`src/rtl/spibr_pkg.sv`:
```
package spibr_pkg;
    localparam int BYTE_W     = 8;
    localparam int ADDR_BYTES = 4;
    localparam int ADDR_W     = BYTE_W * ADDR_BYTES;
    localparam int OFF_W      = 3;
    localparam logic [OFF_W-1:0] OFF_DATA = 3'd4;

    typedef enum logic [1:0] {
        ST_IDLE  = 2'd0,
        ST_SHIFT = 2'd1,
        ST_DONE  = 2'd2
    } bridge_state_t;

    typedef struct packed {
        logic release_hit;
        logic xfer_hit;
    } page_hit_t;
endpackage

```
`src/rtl/spibr_addr_regs.sv`:
```
module spibr_addr_regs
    import spibr_pkg::*;
(
    input  logic                 clk,
    input  logic                 rst_n,
    input  logic                 wr_en,
    input  logic [OFF_W-1:0]     off,
    input  logic [BYTE_W-1:0]    wdata,
    output logic [ADDR_W-1:0]    target,
    output logic [BYTE_W-1:0]    rd_byte
);
    logic [BYTE_W-1:0] bytes_q [ADDR_BYTES];

    for (genvar g = 0; g < ADDR_BYTES; g++) begin : g_byte
        always_ff @(posedge clk or negedge rst_n) begin
            if (!rst_n)
                bytes_q[g] <= '0;
            else if (wr_en && off == OFF_W'(g))
                bytes_q[g] <= wdata;
        end
        assign target[g*BYTE_W +: BYTE_W] = bytes_q[g];
    end

    always_comb begin
        rd_byte = '1;
        for (int i = 0; i < ADDR_BYTES; i++)
            if (off == OFF_W'(i))
                rd_byte = bytes_q[i];
    end
endmodule

```
`src/rtl/spibr_window_dec.sv`:
```
module spibr_window_dec
    import spibr_pkg::*;
#(
    parameter logic [19:0] WIN_TAG      = 20'hFFFFF,
    parameter logic [3:0]  PAGE_RELEASE = 4'hE,
    parameter logic [3:0]  PAGE_XFER    = 4'hD
) (
    input  logic [ADDR_W-1:8] page_addr,
    output page_hit_t         hit
);
    logic in_window;

    always_comb begin
        in_window       = (page_addr[31:12] == WIN_TAG);
        hit.release_hit = in_window && (page_addr[11:8] == PAGE_RELEASE);
        hit.xfer_hit    = in_window && (page_addr[11:8] == PAGE_XFER);
    end
endmodule

```
`src/rtl/spibr_shifter.sv`:
```
module spibr_shifter
    import spibr_pkg::*;
#(
    parameter int HALF_DIV = 2
) (
    input  logic              clk,
    input  logic              rst_n,
    input  logic              start,
    input  logic [BYTE_W-1:0] tx_byte,
    output logic [BYTE_W-1:0] rx_byte,
    output logic              done,
    output logic              sck,
    output logic              mosi,
    input  logic              miso
);
    localparam int CNT_W = $clog2(HALF_DIV + 1);
    localparam int BIT_W = $clog2(BYTE_W);
    localparam logic [CNT_W-1:0] CNT_LAST = CNT_W'(HALF_DIV - 1);
    localparam logic [BIT_W-1:0] BIT_LAST = BIT_W'(BYTE_W - 1);

    logic              active_q;
    logic [CNT_W-1:0]  div_q;
    logic [BIT_W-1:0]  bit_q;
    logic [BYTE_W-1:0] tx_q;
    logic [BYTE_W-1:0] rx_q;
    logic              sck_q;
    logic              done_q;

    always_ff @(posedge clk or negedge rst_n) begin
        if (!rst_n) begin
            active_q <= 1'b0;
            div_q    <= '0;
            bit_q    <= '0;
            tx_q     <= '1;
            rx_q     <= '0;
            sck_q    <= 1'b0;
            done_q   <= 1'b0;
        end else begin
            done_q <= 1'b0;
            if (start && !active_q) begin
                active_q <= 1'b1;
                div_q    <= '0;
                bit_q    <= '0;
                tx_q     <= tx_byte;
                sck_q    <= 1'b0;
            end else if (active_q) begin
                if (div_q == CNT_LAST) begin
                    div_q <= '0;
                    if (!sck_q) begin
                        sck_q <= 1'b1;
                        rx_q  <= {rx_q[BYTE_W-2:0], miso};
                    end else begin
                        sck_q <= 1'b0;
                        tx_q  <= {tx_q[BYTE_W-2:0], 1'b1};
                        if (bit_q == BIT_LAST) begin
                            active_q <= 1'b0;
                            done_q   <= 1'b1;
                        end else begin
                            bit_q <= bit_q + 1'b1;
                        end
                    end
                end else begin
                    div_q <= div_q + 1'b1;
                end
            end
        end
    end

    assign sck     = sck_q;
    assign mosi    = tx_q[BYTE_W-1];
    assign rx_byte = rx_q;
    assign done    = done_q;
endmodule

```
`src/rtl/spibr_bridge.sv`:
```
module spibr_bridge
    import spibr_pkg::*;
#(
    parameter int          HALF_DIV     = 2,
    parameter logic [19:0] WIN_TAG      = 20'hFFFFF,
    parameter logic [3:0]  PAGE_RELEASE = 4'hE,
    parameter logic [3:0]  PAGE_XFER    = 4'hD
) (
    input  logic        clk,
    input  logic        rst_n,
    input  logic        host_req,
    input  logic        host_wr,
    input  logic [2:0]  host_off,
    input  logic [7:0]  host_wdata,
    output logic [7:0]  host_rdata,
    output logic        host_busy,
    output logic        host_ready,
    output logic        spi_sck,
    output logic        spi_cs_n,
    output logic        spi_mosi,
    input  logic        spi_miso
);
    bridge_state_t     state_q, state_d;
    logic [ADDR_W-1:0] target;
    logic [BYTE_W-1:0] reg_rd;
    page_hit_t         hit;
    logic [BYTE_W-1:0] rx_byte;
    logic              shift_done;
    logic              accept;
    logic              is_reg;
    logic              is_data;
    logic              go_release;
    logic              go_xfer;
    logic              reg_wr_en;
    logic              shift_start;
    logic [BYTE_W-1:0] shift_tx;
    logic              cs_n_q;
    logic              rd_pending_q;
    logic [BYTE_W-1:0] rdata_q;

    assign accept     = host_req && (state_q == ST_IDLE);
    assign is_reg     = (host_off < OFF_W'(ADDR_BYTES));
    assign is_data    = (host_off == OFF_DATA);
    assign go_release = accept && is_data && host_wr && hit.release_hit;
    assign go_xfer    = accept && is_data && hit.xfer_hit;

    spibr_addr_regs u_regs (
        .clk     (clk),
        .rst_n   (rst_n),
        .wr_en   (reg_wr_en),
        .off     (host_off),
        .wdata   (host_wdata),
        .target  (target),
        .rd_byte (reg_rd)
    );

    spibr_window_dec #(
        .WIN_TAG      (WIN_TAG),
        .PAGE_RELEASE (PAGE_RELEASE),
        .PAGE_XFER    (PAGE_XFER)
    ) u_dec (
        .page_addr (target[ADDR_W-1:8]),
        .hit       (hit)
    );

    spibr_shifter #(
        .HALF_DIV (HALF_DIV)
    ) u_shift (
        .clk     (clk),
        .rst_n   (rst_n),
        .start   (shift_start),
        .tx_byte (shift_tx),
        .rx_byte (rx_byte),
        .done    (shift_done),
        .sck     (spi_sck),
        .mosi    (spi_mosi),
        .miso    (spi_miso)
    );

    // state register
    always_ff @(posedge clk or negedge rst_n) begin
        if (!rst_n)
            state_q <= ST_IDLE;
        else
            state_q <= state_d;
    end

    // next-state logic
    always_comb begin
        state_d = state_q;
        unique case (state_q)
            ST_IDLE:  if (accept) state_d = go_xfer ? ST_SHIFT : ST_DONE;
            ST_SHIFT: if (shift_done) state_d = ST_DONE;
            ST_DONE:  state_d = ST_IDLE;
            default:  state_d = ST_IDLE;
        endcase
    end

    // outputs and control strobes
    always_comb begin
        reg_wr_en   = 1'b0;
        shift_start = 1'b0;
        shift_tx    = '1;
        host_busy   = 1'b0;
        host_ready  = 1'b0;
        unique case (state_q)
            ST_IDLE: begin
                reg_wr_en   = accept && is_reg && host_wr;
                shift_start = go_xfer;
                shift_tx    = host_wr ? host_wdata : '1;
            end
            ST_SHIFT: host_busy = 1'b1;
            ST_DONE: begin
                host_busy  = 1'b1;
                host_ready = 1'b1;
            end
            default: ;
        endcase
    end

    // chip select and read-data capture
    always_ff @(posedge clk or negedge rst_n) begin
        if (!rst_n) begin
            cs_n_q       <= 1'b1;
            rd_pending_q <= 1'b0;
            rdata_q      <= '1;
        end else begin
            if (go_release)
                cs_n_q <= 1'b1;
            else if (go_xfer)
                cs_n_q <= 1'b0;

            if (accept) begin
                rd_pending_q <= go_xfer && !host_wr;
                rdata_q      <= (is_reg && !host_wr) ? reg_rd : '1;
            end else if (shift_done && rd_pending_q) begin
                rdata_q      <= rx_byte;
                rd_pending_q <= 1'b0;
            end
        end
    end

    assign spi_cs_n   = cs_n_q;
    assign host_rdata = rdata_q;
endmodule

```
`config.mk`:
```
export PLATFORM = sky130hd
export DESIGN_NAME = spibr_bridge
export DESIGN_NICKNAME = d
export VERILOG_FILES = /design/src/rtl/spibr_pkg.sv /design/src/rtl/spibr_addr_regs.sv /design/src/rtl/spibr_window_dec.sv /design/src/rtl/spibr_shifter.sv /design/src/rtl/spibr_bridge.sv
export SDC_FILE = /design/constraint.sdc
export NUM_CORES = 1
export LEC_CHECK = 0
export CORE_ASPECT_RATIO = 1.1
export CORE_MARGIN = 2
export CORE_UTILIZATION = 40
export CTS_BUF_LIST = sky130_fd_sc_hd__clkbuf_8 sky130_fd_sc_hd__clkbuf_16
export DETAILED_ROUTE_END_ITERATION = 12
export PLACE_DENSITY_LB_ADDON = 0.2
export SLEW_MARGIN = 20
export SYNTH_ARGS = -nofsm -noshare
export SYNTH_HDL_FRONTEND = slang
export SYNTH_SLANG_ARGS = --single-unit
```
`constraint.sdc`:
```
create_clock -name clk -period 4.2 [get_ports clk]
set_input_delay 0.42 -clock clk [delete_from_list [all_inputs] [get_ports clk]]
set_output_delay 0.42 -clock clk [all_outputs]
set_load 0.02 [all_outputs]
```
==> results.toml <==
[power]
max-vdd-ir-drop_uv = 186
pwr_density_cell_nw_per_um2 = 527
p_leak_nw = 1.78

[die]
die-area_um2 = 8810
die_x_um = 89.7
fp.dieH_um = 98.3
pin_count = 29
initial_core_util = 0.410
rows = 34
core_um2 = 7870

[global_route]
grt_antenna_before_repair = 0
grtUsageTotal = 0.171
grt_pass1_wl_um = 11300
gr-total-overflow = 0
grt_max_degree = 36
grt_pass1_vias = 2192

[critical_path]
cp.arrival_ns = 2.52
critPathCapture = "u_shift.div_q[1]$_DFFE_PN0P_"
critPathMaxFanout = 14
r2r_end = "u_shift.div_q[1]$_DFFE_PN0P_"
r2r-start = "state_q[1]$_DFFE_PN0P_"
cp-startpoint = "host_off[1]"
r2r_slack_ns = 2.10
reg2reg_depth = 6
start_kind = "input port"
critPathRequiredTime_ns = 4.43
cp-end-kind = "flop"
crit_type = "input port to flop"

[logic_synthesis]
yosys_most_used_dff = "dfrtp_1"
synth_edf_count = 0
synth-seq-cells = 68
ys_seq_area_frac = 0.533
synth.avg_cell_area_um2 = 12.7
syn_area_um2 = 3230
synth.distinct_cells = 39
syn_nets = 276
synth_cells = 255
synth_warnings = 0
synthArstFlopShare = 1.00

[sta]
period_share = 0.544
fin_setup_tns_ns = 0
rsz0062_at_grt = "no"
worst_pin_slew_ns = 0.794
period_needed_ns = 2.28
hold_violations = 0
final-max-slew-violation-count = 0
skew_ns = 0.00820
finalSetupViolations = 0
relSlewSlack = 0.471
max_freq_mhz = 438

[detailed_routing]
wirelength_um = 6530
drtAntennaViolNets = 0
dr.pass1.iters = 4
via_per_inst = 5.22
wl_per_cell_um = 16.3
drc = 0
drt_iter0_markers = 93
vias = 2086

[finish]
n_antenna_cell = 0
fill_cells = 731
nets = 308
utilization = 0.485
layout_commonest_cell = "dfrtp_1"
area_delta_synth_final_pct = 18.1
drive_gt1_frac = 0.277
final_cell_mix = "51 x dfrtp_1, 41 x mux2_2, 32 x mux2i_1"

[clocking]
cts_tree = "done"
clk-insertion-delay-late_ns = 0.34
path_clk_slew_ns = 0.07
cts_setup_buffers = 0
cts-root-buf = "clkbuf_8"
cts_hold_buf = 0
ctsResizeCount = 0
clockBufferDepth = 2
htree_levels = 3
numCtsBuffers = 9
cts_sinks = 68

[hold_path]
hp-class = "input port to asynchronous set/reset pin"

[placed_design]
place.port_buffers = 28
dp_hpwl_um = 4720
gp_congestion = 0.766

[outcome]
run_status = "finished, final reports clean"

[flow_run]
cap_violations = 0
power by group:
group / internal [mW] / leakage (nW) / total, mW / switching, mW
Sequential: 0.840 / 0.832 / 0.970 / 0.130
Clock: 0.317 / 0.116 / 0.549 / 0.232
Combinational: 0.261 / 0.828 / 0.491 / 0.230
Total: 1.42 / 1.78 / 2.01 / 0.592
critical path, stage by stage:
cell and delay, ns:
clkdlybuf4s50_1 0.62, nand4bb_4 0.31, nor4_4 0.36, nand4_2 0.45
and3_1 0.36
worst min-delay path by stage:
stage,startpoint,end,slack (ns)
global placement,host_rdata[3]$_DFFE_PN1P_,host_rdata[3]$_DFFE_PN1P_,0.47
detailed placement,host_rdata[1]$_DFFE_PN1P_,host_rdata[1]$_DFFE_PN1P_,0.47
global route,rst_n,u_regs.target[25]$_DFFE_PN0P_,0.22
floorplan,rst_n,rd_pending_q$_DFFE_PN0P_,0.12
CTS,rst_n,u_regs.target[14]$_DFFE_PN0P_,0.18
finish,rst_n,u_regs.target[19]$_DFFE_PN0P_,0.16
area by class of cell:
type / instances / area (µm²) / share of cell area
clock buffer: 12 / 165 / 0.0433
clock inverter: 4 / 41.3 / 0.0108
inverter: 4 / 15.0 / 0.00394
multi-input combinational: 174 / 1450 / 0.379
sequential: 68 / 1720 / 0.452
tap: 108 / 135 / 0.0354
timing repair buffer: 30 / 290 / 0.0761
metal layers:
layer | share of wire | track usage
met5 | 0 | 0
met4 | 0.027 | 0.0896
met3 | 0.027 | 0.0313
met2 | 0.47 | 0.255
met1 | 0.47 | 0.235
registers in the layout, indices dropped and copies added, names as in the netlist:
name / cells
u_shift.rx_byte: 8
u_shift.bit_q: 3
host_rdata: 8
u_regs.target: 32
state_q: 2
u_shift.done: 1
rd_pending_q: 1
u_shift.sck: 1
u_shift.active_q: 1
u_shift.tx_q: 8
spi_cs_n: 1
u_shift.div_q: 2
synth_stat cells, types with 3 or more instances:
| master | n | share of area |
|---|---|---|
| nand4_1 | 6 | 0.012 |
| mux2i_1 | 32 | 0.099 |
| and2_1 | 3 | 0.0058 |
| dfstp_2 | 17 | 0.14 |
| nand2b_1 | 3 | 0.0058 |
| mux2_2 | 41 | 0.14 |
| clkbuf_1 | 4 | 0.0046 |
| dfrtp_1 | 51 | 0.40 |
| inv_1 | 4 | 0.0046 |
| o21ai_0 | 12 | 0.019 |
| ha_1 | 5 | 0.019 |
| nand2_1 | 15 | 0.017 |
| o22ai_1 | 17 | 0.033 |
| nor2_1 | 13 | 0.015 |
kinds of logic after synthesis:
logic type,synth area share
and+or+nand+nor,0.106
xor gates and xnor gates,0.00271
DFF,0.533
buffers and inverters,0.0205
adders and majority gates,0.0194
AOI/OAI and AO/OA,0.0763
muxes,0.242
per-stage QoR:
step                      hold WS, ns  area (µm²)  power [mW]  cells  setup WS (ns)
after floorplan                 0.124        3230        1.28    255           2.52
after global placement          0.468        3600        1.46    384           1.56
after detailed placement        0.475        3600        1.48    384           1.53
after CTS                       0.184        3810        2.03    400           1.90
after global routing            0.225        3810        2.13    400           1.78
final                           0.157        3810        2.01    400           1.92
(Power assumes the default switching activity.)
